`src/rtl/ptr_agen_pkg.sv`:
```
package ptr_agen_pkg;
  typedef enum logic [1:0] {
    AM_LINEAR = 2'd0,
    AM_CIRC   = 2'd1,
    AM_BREV   = 2'd2,
    AM_ALT    = 2'd3
  } amode_e;

  typedef enum logic [1:0] {
    RS_INDEX  = 2'd0,
    RS_BASE   = 2'd1,
    RS_LENGTH = 2'd2,
    RS_NONE   = 2'd3
  } rsel_e;
endpackage

```
`src/rtl/agen_rc_add.sv`:
```
module agen_rc_add #(
  parameter int W = 32
) (
  input  logic [W-1:0] a,
  input  logic [W-1:0] b,
  output logic [W-1:0] sum
);
  logic [W-1:0] a_rev, b_rev, s_rev;

  // mirror operands, add normally, mirror back: carries run toward bit 0
  for (genvar i = 0; i < W; i++) begin : g_mirror
    assign a_rev[i] = a[W-1-i];
    assign b_rev[i] = b[W-1-i];
    assign sum[i]   = s_rev[W-1-i];
  end

  assign s_rev = a_rev + b_rev;
endmodule

```
`src/rtl/agen_next.sv`:
```
module agen_next
  import ptr_agen_pkg::*;
#(
  parameter int W = 32
) (
  input  logic [W-1:0] idx,
  input  logic [W-1:0] modv,
  input  logic [W-1:0] base,
  input  logic [W-1:0] len,
  input  logic [1:0]   mode,
  output logic [W-1:0] nxt
);
  logic [W-1:0] lin_sum, win_end, circ_val, brev_val;
  amode_e       md;

  assign md      = amode_e'(mode);
  assign lin_sum = idx + modv;
  assign win_end = base + len;

  always_comb begin
    if (len == '0)                circ_val = lin_sum;
    else if (lin_sum >= win_end)  circ_val = lin_sum - len;
    else if (lin_sum < base)      circ_val = lin_sum + len;
    else                          circ_val = lin_sum;
  end

  agen_rc_add #(.W(W)) u_rc (
    .a   (idx),
    .b   (modv),
    .sum (brev_val)
  );

  always_comb begin
    case (md)
      AM_CIRC: nxt = circ_val;
      AM_BREV: nxt = brev_val;
      default: nxt = lin_sum;
    endcase
  end
endmodule

```
`src/rtl/agen_cfg_delay.sv`:
```
module agen_cfg_delay #(
  parameter int W     = 32,
  parameter int PW    = 2,
  parameter int DEPTH = 3
) (
  input  logic          clk,
  input  logic          rst,
  input  logic          in_vld,
  input  logic          in_is_len,
  input  logic [PW-1:0] in_ptr,
  input  logic [W-1:0]  in_data,
  output logic          out_vld,
  output logic          out_is_len,
  output logic [PW-1:0] out_ptr,
  output logic [W-1:0]  out_data
);
  typedef struct packed {
    logic          vld;
    logic          is_len;
    logic [PW-1:0] ptr;
    logic [W-1:0]  data;
  } stage_t;

  stage_t stg [DEPTH];

  always_ff @(posedge clk) begin
    if (rst) stg[0] <= '0;
    else     stg[0] <= '{vld: in_vld, is_len: in_is_len, ptr: in_ptr, data: in_data};
  end

  for (genvar k = 1; k < DEPTH; k++) begin : g_stage
    always_ff @(posedge clk) begin
      if (rst) stg[k] <= '0;
      else     stg[k] <= stg[k-1];
    end
  end

  assign out_vld    = stg[DEPTH-1].vld;
  assign out_is_len = stg[DEPTH-1].is_len;
  assign out_ptr    = stg[DEPTH-1].ptr;
  assign out_data   = stg[DEPTH-1].data;
endmodule

```
`src/rtl/ptr_agen.sv`:
```
module ptr_agen
  import ptr_agen_pkg::*;
#(
  parameter int AW      = 32,
  parameter int NPTR    = 4,
  parameter int CFG_LAT = 4,
  localparam int PW     = (NPTR > 1) ? $clog2(NPTR) : 1,
  localparam int DEPTH  = CFG_LAT - 1
) (
  input  logic          clk,
  input  logic          rst,
  input  logic          wr_en,
  input  logic [1:0]    wr_sel,
  input  logic [PW-1:0] wr_ptr,
  input  logic [AW-1:0] wr_data,
  input  logic          acc_en,
  input  logic [PW-1:0] acc_ptr,
  input  logic [1:0]    acc_mode,
  input  logic [AW-1:0] acc_mod,
  output logic          addr_valid,
  output logic [AW-1:0] addr_out
);
  logic [NPTR-1:0][AW-1:0] idx_q, base_q, len_q;
  logic [AW-1:0]           cur_idx, cur_base, cur_len, nxt_idx;
  rsel_e                   wsel;
  logic                    cfg_vld;
  logic                    cm_vld, cm_is_len;
  logic [PW-1:0]           cm_ptr;
  logic [AW-1:0]           cm_data;

  assign wsel    = rsel_e'(wr_sel);
  assign cfg_vld = wr_en && (wsel == RS_BASE || wsel == RS_LENGTH);

  agen_cfg_delay #(.W(AW), .PW(PW), .DEPTH(DEPTH)) u_dly (
    .clk        (clk),
    .rst        (rst),
    .in_vld     (cfg_vld),
    .in_is_len  (wsel == RS_LENGTH),
    .in_ptr     (wr_ptr),
    .in_data    (wr_data),
    .out_vld    (cm_vld),
    .out_is_len (cm_is_len),
    .out_ptr    (cm_ptr),
    .out_data   (cm_data)
  );

  assign cur_idx  = idx_q[acc_ptr];
  assign cur_base = base_q[acc_ptr];
  assign cur_len  = len_q[acc_ptr];

  agen_next #(.W(AW)) u_next (
    .idx  (cur_idx),
    .modv (acc_mod),
    .base (cur_base),
    .len  (cur_len),
    .mode (acc_mode),
    .nxt  (nxt_idx)
  );

  for (genvar p = 0; p < NPTR; p++) begin : g_ptr
    localparam logic [PW-1:0] PID = PW'(p);

    always_ff @(posedge clk) begin
      if (rst)
        idx_q[p] <= '0;
      else if (wr_en && wsel == RS_INDEX && wr_ptr == PID)
        idx_q[p] <= wr_data;
      else if (acc_en && acc_ptr == PID)
        idx_q[p] <= nxt_idx;
    end

    always_ff @(posedge clk) begin
      if (rst) begin
        base_q[p] <= '0;
        len_q[p]  <= '0;
      end else if (cm_vld && cm_ptr == PID) begin
        if (cm_is_len) len_q[p]  <= cm_data;
        else           base_q[p] <= cm_data;
      end
    end
  end

  always_ff @(posedge clk) begin
    if (rst) begin
      addr_valid <= 1'b0;
      addr_out   <= '0;
    end else begin
      addr_valid <= acc_en;
      if (acc_en) addr_out <= cur_idx;
    end
  end
endmodule

```
`config.mk`:
```
export PLATFORM = sky130hd
export DESIGN_NAME = ptr_agen
export DESIGN_NICKNAME = d
export VERILOG_FILES = /design/src/rtl/ptr_agen_pkg.sv /design/src/rtl/agen_rc_add.sv /design/src/rtl/agen_next.sv /design/src/rtl/agen_cfg_delay.sv /design/src/rtl/ptr_agen.sv
export SDC_FILE = /design/constraint.sdc
export NUM_CORES = 2
export LEC_CHECK = 0
export ABC_AREA = 0
export BUFFER_PORTS_ARGS = -buffer_cell sky130_fd_sc_hd__buf_2
export CORE_MARGIN = 4
export CORE_UTILIZATION = 45
export CTS_BUF_LIST = sky130_fd_sc_hd__clkbuf_4 sky130_fd_sc_hd__clkbuf_8
export CTS_CLUSTER_DIAMETER = 40
export CTS_CLUSTER_SIZE = 12
export DETAILED_ROUTE_END_ITERATION = 7
export PLACE_DENSITY_LB_ADDON = 0.05
export SLEW_MARGIN = 0
export SYNTH_ARGS = -nofsm -noshare
export SYNTH_HDL_FRONTEND = slang
export SYNTH_SLANG_ARGS = --single-unit
```
`constraint.sdc`:
```
create_clock -name clk -period 9.58 [get_ports clk]
set_input_delay 1.916 -clock clk [delete_from_list [all_inputs] [get_ports clk]]
set_output_delay 1.916 -clock clk [all_outputs]
set_load 0.02 [all_outputs]
```
# Word-level counts from Yosys, hierarchy flattened
# Memory sizes are Yosys's and may differ from the RTL's.
# Index checks and enable logic that the tools add are counted.
dict set report classes {
  n_reduce_logical 32
  bitwise_logic 4
  n_eq_ne 13
  mux 24
  magnitude_cmp 3
  n_addsub 5
}
# op n
set ops {}
lappend ops {{32-bit two-way mux} 14}
lappend ops {{32-bit binary-select mux with 2-bit select} 3}
lappend ops {{32-bit adder} 4}
lappend ops {{36-bit two-way mux} 3}
lappend ops {{32-bit case mux with 2 select lines} 1}
lappend ops {{32-bit >= comparator} 1}
lappend ops {{32-bit logical NOT} 1}
lappend ops {{32-bit less-than comparator} 1}
lappend ops {{32-bit subtractor} 1}
lappend ops {{2-bit == test (second input constant)} 8}
lappend ops {{2-bit AND reduction} 8}
lappend ops {{1-bit logical AND} 14}
lappend ops {{2-bit by 1-bit == test with 1-bit output (second input constant)} 5}
lappend ops {{2-bit logical NOT} 4}
lappend ops {{2-bit nonzero test} 4}
lappend ops {{2-bit by 3-bit less-than comparator with 1-bit output (second input constant)} 1}
lappend ops {{1-bit two-way mux} 3}
lappend ops {{1-bit bitwise OR} 3}
lappend ops {{1-bit logical OR} 1}
lappend ops {{1-bit inverter} 1}
dict set report totals {
  mem_count 1
  out_inout_bits 33
  register_bits 417
  mem_bits_rw 108
  input_bits 76
  wordCells 96
}
# memory words word_bits read_ports rd_clocked_by_memory_dff write_ports line_no
set memory_table {}
lappend memory_table {u_dly.stg 3 36 3 0 3 agen_cfg_delay.sv:24} ;# stage_t stg [DEPTH];

# Depth between registers and ports, before layout
dict set report depth {
  depth_word 10
  ltp_mapped 34
  depth_no_buf 29
}

# Modules after synthesis
# A second synthesis with hierarchy kept.
dict set report unflattened {
  hier_cells 3822
  area_unflattened_um2 32322.2
}
# mod area_per_inst_um2 n_inst cells_each seq_area_each_um2
set modules_own_cells {}
lappend modules_own_cells {ptr_agen 18620.4 1 2058 8348.0}
lappend modules_own_cells {agen_next 9033.7 1 1304 0.0}
lappend modules_own_cells {agen_cfg_delay 2947.8 1 228 2162.1}
lappend modules_own_cells {agen_rc_add 1720.4 1 232 0.0}

# Worst setup path before layout
# No wires, ideal clock.
dict set report synth_path {
  kind {input -> register}
  start {in acc_ptr[1]}
  end {reg idx_q[80] (netlist bit)}
  required_ps 9494
  setup_time_ps 86
  n_path_buf 7
  cell_stages 32
  slack_ps -218
  arrival_time_ps 9713
  path_cell_list {buf_1 > clkbuf_1 > clkbuf_1 > buf_1 > mux4_2 > ha_1 > a21o_1 > a21o_1 > o2bb2ai_1 > a211oi_1 > o21ai_0 > o221a_2 > o311a_1 > a211oi_1 > o21ai_0 > nor2_1 > o21bai_1 > a21oi_1 > xor2_1 > ha_1 > nand2_1 > o21a_1 > o21ai_0 > a2111oi_0 > a21o_1 > clkbuf_1 > clkbuf_1 > clkbuf_1 > o221ai_1 > a32oi_1 > nand2_1 > a211oi_1}
}
dict set report synth_via {
  elab_chain_len 10
  elab_cells_between_ends 23
  classes_between {add/sub (5); order compare (2); eq/ne (1); mux (12); reduce/logical (3)}
}
# element line_no
set synth_lines {}
lappend synth_lines {{start: declaration} ptr_agen.sv:17} ;# input logic [PW-1:0] acc_ptr,
lappend synth_lines {{32-bit binary-select mux with 2-bit select} ptr_agen.sv:47} ;# assign cur_idx = idx_q[acc_ptr];
lappend synth_lines {{32-bit two-way mux (implied by the code)} ptr_agen.sv:47}
lappend synth_lines {{32-bit adder} agen_next.sv:17} ;# assign lin_sum = idx + modv;
lappend synth_lines {{32-bit adder / 32-bit less-than comparator (equally long branches)} agen_next.sv:23} ;# else if (lin_sum < base) circ_val = lin_sum + len;
lappend synth_lines {{32-bit two-way mux} agen_next.sv:23}
lappend synth_lines {{32-bit two-way mux} agen_next.sv:22} ;# else if (lin_sum >= win_end) circ_val = lin_sum - len;
lappend synth_lines {{32-bit two-way mux} agen_next.sv:21} ;# if (len == '0) circ_val = lin_sum;
lappend synth_lines {{32-bit case mux with 2 select lines} agen_next.sv:34} ;# case (md)
lappend synth_lines {{32-bit two-way mux} ptr_agen.sv:68} ;# else if (acc_en && acc_ptr == PID)
lappend synth_lines {{32-bit two-way mux} ptr_agen.sv:66} ;# else if (wr_en && wsel == RS_INDEX && wr_ptr == PID)
lappend synth_lines {{end signal: indexed assignment} ptr_agen.sv:67} ;# idx_q[p] <= wr_data;
lappend synth_lines {{end signal: indexed assignment} ptr_agen.sv:69} ;# idx_q[p] <= nxt_idx;
lappend synth_lines {{end: declaration} ptr_agen.sv:23} ;# logic [NPTR-1:0][AW-1:0] idx_q, base_q, len_q;
# Several ways; a longest one is shown, not always the timed one. The select of a mux whose other input is x is not followed.
# A chain may end at the register's enable or synchronous reset.

# Worst setup path after layout
dict set report layout_path {
  start {in acc_ptr[1]}
  end {reg idx_q[105] (netlist bit)}
}
dict set report layout_via {
  elab_chain_len 10
  elab_cells_between_ends 23
  classes_between {add/sub (5); order compare (2); eq/ne (1); mux (12); reduce/logical (3)}
}
# element line_no
set layout_lines {}
lappend layout_lines {{32-bit binary-select mux with 2-bit select (*)} ptr_agen.sv:47}
lappend layout_lines {{32-bit two-way mux (implied by the code) (*)} ptr_agen.sv:47}
lappend layout_lines {{via cur_idx[1]} ptr_agen.sv:24} ;# logic [AW-1:0] cur_idx, cur_base, cur_len, nxt_idx;
lappend layout_lines {{32-bit adder (*)} agen_next.sv:17}
lappend layout_lines {{32-bit adder / 32-bit less-than comparator (equally long branches)} agen_next.sv:23}
lappend layout_lines {{32-bit two-way mux} agen_next.sv:23}
lappend layout_lines {{32-bit two-way mux} agen_next.sv:22}
lappend layout_lines {{32-bit two-way mux} agen_next.sv:21}
lappend layout_lines {{32-bit case mux with 2 select lines (*)} agen_next.sv:34}
lappend layout_lines {{32-bit two-way mux (*)} ptr_agen.sv:68}
lappend layout_lines {{32-bit two-way mux (*)} ptr_agen.sv:66}
# Mark *: on every way through the listed nets, which the timed path passes. The rest lies on a longest branch. The select of a mux whose other input is x is not followed.

==> summary.txt <==
Run status
  • Outcome: complete, no violations

Clock network
  • H-tree depth: 3
  • Clock slew at reported path FFs: 0.07 ns
  • Clock Path Buffers: 3
  • Post-CTS Resized: 0
  • Post-CTS Hold Buffers: 0
  • CTS buffer count: 84
  • Root Buffer: clkbuf_8
  • # clock sinks: 525
  • Post-CTS setup buffer count: 0
  • Clock latency at the later pin of the worst-skew pair: 0.72 ns
  • CTS tree: built

Placed design
  • RD Place Congestion: just under 1
  • Port Buffer Count: 108
  • Dpl ws: -0.138 ns
  • Placed Area: 0.0336 mm²
  • DP Wirelength: 93300 µm

Final layout
  • Multi-input logic area: 0.0193 mm²
  • Post-route cell area: 0.0356 mm²
  • Layout cell share with drive strength beyond 1: 14.7%
  • Area Overhead vs Synth: 12.7%
  • Register area: 0.0105 mm²
  • Final #Nets: 4242
  • Fill cells: 6646

Routing
  • Final ANT Viol Nets: 0
  • Final WL: around 130000 µm
  • Routed via count: just over 30000
  • Drt via density: 6.19
  • Total iterations of the first detailed-routing run: 7
  • Drt drc: 0
  • Wirelength per Cell: 25.9 µm
  • Iteration-0 DRC count of the detailed router: 3717

Yosys
  • Net Count, Synth: ~4200
  • Synthesized area per cell: roughly 8 µm²
  • Synthesis warning total: 0
  • Post-Syn Area: 0.0315 mm²
  • Sequential area share after synthesis: 33.3%
  • FFs w/ async S/R, synth: 0%
  • Synth Register Bits: 525
  • Post-synthesis cell count: 3893
  • Distinct cells, synth: 95
  • EDFF count, synth: 0
  • Primary FF master, synth: dfxtp_1

Global routing
  • Initial antenna violation count: 4
  • Largest net degree at the start of global routing: 131
  • Total track usage: 33.7%
  • Vias in the first global route: 29700
  • First-pass GRT wire length: between 150000 and 200000 µm
  • GR Overflow Total: 0

Timing
  • Hold Worst Slack: 0.434 ns
  • Setup ws final: ~0.37 ns
  • Max_slew headroom: 14.3%
  • Count of pins over their slew limit: 0
  • Unrepaired setup endpoints after global routing: no
  • Least-Margin Pin Slew: about 1.3 ns
  • Clock Skew: 0.0419 ns
  • Tcrit/Tclk final: 96.1%
  • Max Clock Freq: 109 MHz
  • Final Hold Viols: 0
  • Setup violations, final: 0
  • Fin crit period: 9.21 ns

Floorplan
  • Die X: 273 µm
  • DIE HEIGHT: 273 µm
  • Io pins: 109
  • Die footprint: about 0.074 mm²
  • Std cell rows: 96
  • Total core area: about 0.069 mm²
  • Starting Density: 45.7%

Pwr
  • Leak pwr: 0.0136 µW
  • Pwr Total: roughly 6300 µW
  • Cell Pwr Density: 177 mW/mm²
  • Worst VDD drop: 0.000116 V

Flow run
  • Max_cap viols: 0

Critical path
  • Arrival time at the worst endpoint: a little under 10 ns
  • CP max stage delay: approximately 0.66 ns
  • CP Capture Type: register
  • Crit-path max FO: 31
  • Worst EP required: 10.11 ns
  • Highest-delay cell along the critical path: mux4_2
  • CP bufs+invs: 5
  • CP Class: in -> reg
  • Most frequent CP cell: a21o_1
  • CP delay by family, top: compound AO/OA/AOI/OAI gates
  • Critical Path Start Type: primary input

Hold path
  • Hold Path Class: reg -> reg
-- synth_stat cells (all sizes together) (8+ instances only) --
master,n,area (µm²)
nor2,241,912
o41ai,9,78.8
o22ai,14,87.6
o32ai,23,201
buf,31,146
dfxtp,525,10500
and2,12,75.1
nand4b,8,70.1
o221ai,15,131
o211ai,25,193
a211o,14,123
a21o,60,450
nand3,45,225
ha,192,2400
mux4,96,2160
o31ai,15,118
nor4b,32,280
nand2,663,2490
or3,27,169
and3,24,155
a221oi,20,188
o221a,9,101
mux2i,42,420
o21ai,194,971
xnor2,69,604
a211oi,42,315
nand4,24,150
nand2b,39,244
nor3,51,255
clkbuf,263,1030
o21bai,31,233
o2111ai,8,70.1
a221o,8,80.1
nor4,15,93.8
a22oi,12,95.1
nor2b,127,795
inv,152,571
xor2,29,254
a21oi,529,2670
a311oi,8,70.1
a31oi,14,87.6
o21a,26,195
-- stage by stage --
step	setup TNS (ns)	instances	util, %
final	0	4974	51.5
after global routing	0	4969	51.5
after CTS	0	4968	51.5
after detailed placement	-0.674	4814	48.6
after global placement	-0.0259	4814	48.6
after floorplan	0	3893	-
-- path summary, 6_finish.rpt --
check,start,endpoint,slack (ns),depth (start not counted)
max reg2reg,idx_q[96],idx_q[105],1.88,29
max,acc_ptr[1],idx_q[105],0.37,30
min reg2reg,u_dly.stg[0][2],u_dly.stg[1][2],0.43,1
min,u_dly.stg[0][2],u_dly.stg[1][2],0.43,1
-- worst register-to-register path, delay by kind of cell (launching register included) --
| family | cells | cell delay, ns |
|---|---|---|
| AOI/OAI and AO/OA | 17 | 4.03 |
| adders and majority gates | 3 | 1.05 |
| muxes | 1 | 0.59 |
| and+or+nand+nor | 4 | 0.71 |
| buffers and inverters | 3 | 0.48 |
| xor gates and xnor gates | 1 | 0.36 |
| DFF | 1 | 0.32 |
-- cells by family after synthesis --
group | Yosys count | synth area share [%]
flops | 525 | 33.3
mux | 142 | 8.33
xor+xnor | 98 | 2.72
buf+inv | 447 | 5.54
compound gates | 1148 | 22.7
simple gates | 1336 | 19.4
fa+ha+maj | 197 | 7.93
-- cells in the final DEF, fill, tap and decap left out, types with 26 or more instances in the layout --
cell	Yosys	final
nand2_1	662	661
xor2_1	29	29
nor3_1	51	48
buf_4	2	170
a21o_1	60	60
a21oi_1	527	526
nand3_1	45	45
inv_1	151	151
nand2b_1	39	39
buf_2	6	105
a211oi_1	42	42
nor2b_1	127	127
nor4b_1	32	32
mux4_2	96	96
o21a_1	26	26
or3_1	27	27
o21bai_1	31	31
o21ai_0	179	179
clkbuf_8	0	92
nor2_1	240	232
mux2i_1	42	42
ha_1	192	192
xnor2_1	69	69
dfxtp_1	525	525
-- registers in the layout, summed over array words and instances, names as in the netlist --
name        flops
base_q        128
idx_q         128
len_q         128
u_dly.stg     108
addr_out       32
addr_valid      1
-- where the power goes --
group	internal, µW	switching [µW]	leakage [µW]
registers	2240	34.5	0.00426
logic	632	1110	0.00838
clock network	1220	1050	0.000966
total	4090	2190	0.0136
-- layout make-up --
type	instances	area share (%)
Multi-Input combinational cell	2921	54.4
Sequential cell	525	29.6
Timing Repair Buffer	284	5.54
Clock buffer	102	3.77
Tap cell	931	3.28
Clock inverter	52	1.79
Inverter	153	1.62
Antenna cell	6	0.0422
-- layer usage --
metal | GRT usage (%) | routed length [µm] | up-vias
met4 | 15.0 | 6240 | 2
li1 | - | - | 14000
met1 | 45.3 | 53000 | 14800
met5 | 0 | 13 | -
met2 | 52.9 | 57300 | 1609
met3 | 6.31 | 12300 | 335
Note: power is estimated with default switching activity, not from simulation.
